## src/rtl/baud_pkg.sv

```systemverilog
package baud_pkg;

  localparam int REG_W   = 8;
  localparam int SEL_W   = 2;
  localparam int RUN_POS = 6;

  typedef enum logic [SEL_W-1:0] {
    PS_DIV12 = 2'b00,
    PS_DIV4  = 2'b01,
    PS_DIV48 = 2'b10,
    PS_DIV1  = 2'b11
  } psel_e;

  typedef struct packed {
    logic  run;
    psel_e sel;
  } ctrl_s;

  function automatic int max4(input int a, input int b, input int c, input int d);
    int m;
    m = a;
    if (b > m) m = b;
    if (c > m) m = c;
    if (d > m) m = d;
    return m;
  endfunction

endpackage

```

## src/rtl/bpc_ctrl_reg.sv

```systemverilog
module bpc_ctrl_reg
  import baud_pkg::*;
#(
  parameter int DATA_W = REG_W,
  parameter int EN_POS = RUN_POS
) (
  input  logic              clk,
  input  logic              rst,
  input  logic              wr_en,
  input  logic [DATA_W-1:0] wr_data,
  output ctrl_s             ctrl_q,
  output logic [DATA_W-1:0] rd_data
);

  always_ff @(posedge clk) begin
    if (rst) begin
      ctrl_q.run <= 1'b0;
      ctrl_q.sel <= PS_DIV12;
    end else if (wr_en) begin
      ctrl_q.run <= wr_data[EN_POS];
      ctrl_q.sel <= psel_e'(wr_data[SEL_W-1:0]);
    end
  end

  // Readback built bit by bit: only the enable and select fields are live.
  for (genvar b = 0; b < DATA_W; b++) begin : g_rd
    if (b == EN_POS) begin : g_run
      assign rd_data[b] = ctrl_q.run;
    end else if (b < SEL_W) begin : g_sel
      assign rd_data[b] = ctrl_q.sel[b];
    end else begin : g_rsv
      assign rd_data[b] = 1'b0;
    end
  end

endmodule

```

## src/rtl/bpc_div_lut.sv

```systemverilog
module bpc_div_lut
  import baud_pkg::*;
#(
  parameter int DIV_C0 = 12,
  parameter int DIV_C1 = 4,
  parameter int DIV_C2 = 48,
  parameter int DIV_C3 = 1,
  parameter int CNT_W  = 6
) (
  input  psel_e            sel,
  output logic [CNT_W-1:0] term
);

  localparam logic [CNT_W-1:0] T0 = CNT_W'(DIV_C0 - 1);
  localparam logic [CNT_W-1:0] T1 = CNT_W'(DIV_C1 - 1);
  localparam logic [CNT_W-1:0] T2 = CNT_W'(DIV_C2 - 1);
  localparam logic [CNT_W-1:0] T3 = CNT_W'(DIV_C3 - 1);

  always_comb begin
    unique case (sel)
      PS_DIV12: term = T0;
      PS_DIV4:  term = T1;
      PS_DIV48: term = T2;
      PS_DIV1:  term = T3;
      default:  term = T0;
    endcase
  end

endmodule

```

## src/rtl/bpc_prescaler.sv

```systemverilog
module bpc_prescaler
  import baud_pkg::*;
#(
  parameter int CNT_W = 6
) (
  input  logic             clk,
  input  logic             rst,
  input  logic             run,
  input  psel_e            sel,
  input  logic [CNT_W-1:0] term,
  output logic             tick
);

  logic [CNT_W-1:0] cnt;
  logic [CNT_W-1:0] cnt_eff;
  psel_e            sel_seen;
  logic             restart;

  // A select change seen one cycle late restarts the interval from zero.
  assign restart = (sel != sel_seen);
  assign cnt_eff = restart ? '0 : cnt;

  always_ff @(posedge clk) begin
    if (rst) begin
      cnt      <= '0;
      tick     <= 1'b0;
      sel_seen <= PS_DIV12;
    end else begin
      sel_seen <= sel;
      if (!run) begin
        cnt  <= '0;
        tick <= 1'b0;
      end else if (cnt_eff == term) begin
        cnt  <= '0;
        tick <= 1'b1;
      end else begin
        cnt  <= cnt_eff + 1'b1;
        tick <= 1'b0;
      end
    end
  end

endmodule

```

## src/rtl/baud_prescale_ctrl.sv

```systemverilog
module baud_prescale_ctrl
  import baud_pkg::*;
#(
  parameter int DIV_C0 = 12,
  parameter int DIV_C1 = 4,
  parameter int DIV_C2 = 48,
  parameter int DIV_C3 = 1
) (
  input  logic             clk,
  input  logic             rst,
  input  logic             wr_en,
  input  logic [REG_W-1:0] wr_data,
  output logic [REG_W-1:0] rd_data,
  output logic             tick
);

  localparam int DIV_MAX = max4(DIV_C0, DIV_C1, DIV_C2, DIV_C3);
  localparam int CNT_W   = (DIV_MAX > 2) ? $clog2(DIV_MAX) : 1;

  ctrl_s            ctrl_q;
  logic [CNT_W-1:0] term;

  bpc_ctrl_reg #(
    .DATA_W (REG_W),
    .EN_POS (RUN_POS)
  ) u_reg (
    .clk     (clk),
    .rst     (rst),
    .wr_en   (wr_en),
    .wr_data (wr_data),
    .ctrl_q  (ctrl_q),
    .rd_data (rd_data)
  );

  bpc_div_lut #(
    .DIV_C0 (DIV_C0),
    .DIV_C1 (DIV_C1),
    .DIV_C2 (DIV_C2),
    .DIV_C3 (DIV_C3),
    .CNT_W  (CNT_W)
  ) u_lut (
    .sel  (ctrl_q.sel),
    .term (term)
  );

  bpc_prescaler #(
    .CNT_W (CNT_W)
  ) u_pre (
    .clk  (clk),
    .rst  (rst),
    .run  (ctrl_q.run),
    .sel  (ctrl_q.sel),
    .term (term),
    .tick (tick)
  );

endmodule

```

## config.mk

```make
export PLATFORM = sky130hd
export DESIGN_NAME = baud_prescale_ctrl
export DESIGN_NICKNAME = d
export VERILOG_FILES = /design/src/rtl/baud_pkg.sv /design/src/rtl/bpc_ctrl_reg.sv /design/src/rtl/bpc_div_lut.sv /design/src/rtl/bpc_prescaler.sv /design/src/rtl/baud_prescale_ctrl.sv
export SDC_FILE = /design/constraint.sdc
export NUM_CORES = 1
export LEC_CHECK = 0
export BUFFER_PORTS_ARGS = -buffer_cell sky130_fd_sc_hd__buf_2
export CAP_MARGIN = 20
export CELL_PAD_IN_SITES_DETAIL_PLACEMENT = 1
export CELL_PAD_IN_SITES_GLOBAL_PLACEMENT = 2
export CORE_ASPECT_RATIO = 1.5
export CORE_MARGIN = 1.5
export CORE_UTILIZATION = 31
export CTS_CLUSTER_DIAMETER = 30
export DETAILED_ROUTE_END_ITERATION = 8
export GPL_TIMING_DRIVEN = 0
export MAX_ROUTING_LAYER = met4
export PLACE_DENSITY_LB_ADDON = 0.2
export REMOVE_ABC_BUFFERS = 1
export SLEW_MARGIN = 20
export SYNTH_ARGS = -nofsm -noshare
export SYNTH_HDL_FRONTEND = slang
export SYNTH_SLANG_ARGS = --single-unit
```

## constraint.sdc

```tcl
create_clock -name clk -period 3.9 [get_ports clk]
set_input_delay 0.585 -clock clk [delete_from_list [all_inputs] [get_ports clk]]
set_output_delay 0.585 -clock clk [all_outputs]
set_load 0.02 [all_outputs]
```

After elaboration in Yosys (flattened, before gate mapping)
Index checks and enable logic that the tools add are counted.
{"block": "word_totals", "out_inout_bits": 9, "regBits": 12, "wordCells": 18, "in_bits": 11}
{"block": "classes", "addsub": 1, "n_eq_ne": 5, "bitwise_logic": 1, "n_mux": 3, "n_reduce_logical": 3}
{"op": "6-bit one-hot mux with 4 select lines", "count": 1}
{"op": "6-bit by 1-bit adder with 6-bit output (second input constant)", "count": 1}
{"op": "6-bit == test", "count": 1}
{"op": "6-bit two-way mux", "count": 1}
{"op": "2-bit == test (second input constant)", "count": 2}
{"op": "3-bit OR reduction", "count": 1}
{"op": "2-bit by 1-bit == test with 1-bit output (second input constant)", "count": 1}
{"op": "2-bit logical NOT", "count": 1}
{"op": "2-bit inequality test", "count": 1}
{"op": "2-bit OR reduction", "count": 1}
{"op": "1-bit two-way mux", "count": 1}
{"op": "1-bit inverter", "count": 1}

Longest topological paths before layout
{"block": "depth", "word_depth": 4, "depth_mapped": 8, "depth_no_buf": 7}

Hierarchy
From an unflattened synthesis, not the netlist that was laid out.
{"block": "unflattened", "cells_unflattened": 81, "hier_area_um2": 749.5}
{"mod": "bpc_prescaler", "area_per_inst_um2": 544.3, "seq_area_each_um2": 180.2, "instances": 1, "cells_each": 56}
{"mod": "bpc_ctrl_reg", "area_per_inst_um2": 165.2, "seq_area_each_um2": 60.1, "instances": 1, "cells_each": 18}
{"mod": "bpc_div_lut", "area_per_inst_um2": 40.0, "seq_area_each_um2": 0.0, "instances": 1, "cells_each": 7}

Least setup slack after synthesis
No wires, ideal clock.
{"block": "synth_timing", "path_kind": "register to register", "start": "register u_reg.ctrl_q[0] (netlist name)", "end": "register u_pre.cnt[4]", "path_stages_with_launch": 9, "arrival_ps": 1576, "path_buffers": 1, "period_less_slack_ps": 1710, "slack_ps": 2190, "path_cell_list": "dfxtp_1 -> buf_4 -> xor2_1 -> nor2_1 -> and2_1 -> ha_1 -> nand3_1 -> xor2_1 -> nor3_1"}
{"block": "synth_via", "elab_chain_len": 4}
{"item": "branches (longest 4 deep; another with 6-bit by 1-bit adder with 6-bit output)"}
{"item": "end signal: assignment", "line_no": "bpc_prescaler.sv:37", "text": "cnt <= cnt_eff + 1'b1;"}
{"item": "end: declaration", "line_no": "bpc_prescaler.sv:14", "text": "logic [CNT_W-1:0] cnt;"}
Parallel ways; which one is timed is not known. The select of a mux whose other input is x is not followed.
A chain may end at the register's enable or synchronous reset.

Worst setup path in the final report
{"block": "layout_timing", "start": "register u_reg.ctrl_q[0] (netlist name)", "end": "register u_pre.cnt[4]"}
{"block": "layout_via", "elab_chain_len": 4}
{"item": "branches (longest 4 deep; another with 6-bit by 1-bit adder with 6-bit output)"}
Parallel ways; which one is timed is not known. The select of a mux whose other input is x is not followed.

==> impl_results.md <==
- Status: complete, no violations
- Critical path type: reg -> reg
- Most frequent cells in the layout: dfxtp_1 (12), buf_2 (9), nor2_1 (6)
- Initial antenna violation count: 0
- Area growth syn-to-layout: 7.99%
- Min Clock Period, post-route: 1.83 ns
- Capturing element type of the critical path: flip-flop
- CP Max Fanout: 12
- Cells after synthesis: 76
- End-of-flow core utilization: 0.363
- Fin area: 744 um^2
- # clock sinks: 12
- Fraction of layout cells with a size suffix above 1: 0.190
- Number of max-cap violations: 0
- PortBufs: 9
- GP Congestion: 0.786
- Io pins: 20
- Unrepaired setup endpoints after global routing: no
- Vias: 541
- DR vias/cell: 5.10
- Clk buf depth: 2
- Total gr overflow: 0
- Final setup viols: 0
- ANT cells: 0
- Clock-pin slew on the worst setup and hold paths: 0.08 ns
- Final worst-path cycle share: 0.469
- Async SR Flop Fraction: 0
- DRT Pass-1 Iters: 3
- PD cells: 351 nW/um^2
- Register bit count reported by yosys: 12
- Hold-fix buffers, CTS: 0
- H-tree levels: 1
- Max Clock Skew: 0.00104 ns
- Worst setup SP type: flip-flop
- Full die area: 2520 um^2
- Nets: 97
- Critical Path Start: u_reg.ctrl_q[0]$_SDFFE_PP0P_
- GRT Util Overall: 0.139
- Placed wire-length estimate: 1040 um
- Final count of hold timing violations: 0
- Critical Path AT: 1.98 ns
- Min-Delay Startpoint: u_reg.ctrl_q[2]$_SDFFE_PP0P_
- Mapped Area: 689 um^2
- WL per Instance: 12.9 um
- Fmax: 547 MHz
- Part of the Yosys area used for sequential elements: 0.348
- # DRC: 0
- Worst ir drop on vdd: 145 uV
- Hold Path Class: reg -> reg
- Number of synthesized flops with an enable pin: 0
- Netlist cell types: 31
- Worst Path Required: 4.05 ns
- Post-CTS Resized: 0
- Largest net degree at the start of global routing: 14
- Synth warn: 0
- Area of the core: 2050 um^2
- Die W: 41.5 um
- Pleak: 0.323 nW
- Ranking of synthesized cells by area: dfxtp_1 (35%), buf_4 (7.6%), xor2_1 (6.4%)
- Post-CTS Setup Bufs: 0
- Final TNS setup: 0 ns
- Area after DPL: 708 um^2
- Main synth FF type: dfxtp_1
- Syn Area/Cell: 9.07 um^2
- First-pass GRT wire length: 2560 um
- Die Ht: 60.8 um
- Max-slew violation count: 0
- Clk_lat worst skew: 0.27 ns
- Reg-to-Reg Start: u_reg.ctrl_q[0]$_SDFFE_PP0P_
- CTS tree: built
- DP Worst Slack: 2.10 ns
- DR iter-0 viols: 6
- Routed Antenna Nets: 0
- Post-synth top area cell: dfxtp_1
- Most common cell after layout, fill and taps aside: dfxtp_1
- DRT Wirelength: 1370 um
- Final WS setup: 2.07 ns
- Number of global-route vias before repair: 561
- Num CTS Buffers: 3
- Initial Util: 0.336
- Row cnt: 20
- Post-synth top area share: 0.348
- Root buf cell: clkbuf_4
==> registers in the layout, summed over array words and instances, names as in the netlist <==
| register | flops |
|---|---|
| u_pre.cnt | 6 |
| u_pre.sel_seen | 2 |
| u_pre.tick | 1 |
| u_reg.ctrl_q | 3 |
==> critical path: stages (launching register included) <==
cell and delay [ns]:
dfxtp_1 0.58, xor2_1 0.31, nor2_1 0.12, and2_1 0.17
ha_1 0.22, nand3_1 0.10, xor2_1 0.15, nor3_1 0.05
==> where the power goes <==
part | total, mW | internal [mW] | switching, mW | leakage, nW
sequential | 0.132 | 0.126 | 0.00656 | 0.0976
combinational | 0.0289 | 0.0112 | 0.0178 | 0.204
clock | 0.100 | 0.0567 | 0.0432 | 0.0210
total | 0.261 | 0.193 | 0.0676 | 0.323
==> layout make-up <==
class                      count  area [um^2]
fill                         259         1310
multi-input combinational     58          392
sequential                    12          240
timing repair buffer           9         45.0
clock buffer                   4         36.3
tap                           22         27.5
inverter                       1         3.75
==> synthesized netlist by cell type (2+ instances only) <==
cell type and instances:
xor2_1 5, nor2_1 6, nor3b_1 2, dfxtp_1 12, a31oi_1 2, and2_1 2, buf_4 7, nand3_1 2
nor3_1 5, nor2b_1 3, mux2i_1 3, o211a_1 2, a21oi_1 4, nand2_1 4
==> logic make-up (layout without fill, tap and decap cells) <==
logic type,count (synthesis),after routing,synth area share
multiplexers,3,3,0.0436
AO/OA/AOI/OAI,12,12,0.138
AND/OR/NAND/NOR,31,31,0.265
buffers and inverters,10,14,0.105
adder cells (fa/ha/maj),1,1,0.0181
other,1,5,0.00544
flip-flops,12,12,0.348
XOR/XNOR,6,6,0.0762
==> final timing paths <==
path                                  endpoint  cells past startpoint  slack [ns]
setup reg to reg       u_pre.cnt[4]$_SDFF_PP0_                      7        2.07
hold / removal    u_reg.ctrl_q[2]$_SDFFE_PP0P_                      2        0.54
hold reg to reg   u_reg.ctrl_q[2]$_SDFFE_PP0P_                      2        0.54
setup / recovery       u_pre.cnt[4]$_SDFF_PP0_                      7        2.07
==> metal layers <==
layer	vias to the layer above	global-route usage	routed length, um
met5	-	-	0
met4	0	0.0829	19
met3	2	0.0179	27
met2	3	0.225	690
met1	262	0.164	630
li1	274	-	-
==> per-stage QoR <==
| step | hold WS, ns | power [mW] | instances |
|---|---|---|---|
| floorplan | 0.540 | 0.154 | 71 |
| CTS | 0.544 | 0.266 | 106 |
| detailed placement | 0.535 | 0.164 | 102 |
| global route | 0.549 | 0.276 | 106 |
| finish | 0.543 | 0.261 | 106 |
| global placement | 0.533 | 0.164 | 102 |
Note: power is estimated with default switching activity, not from simulation.
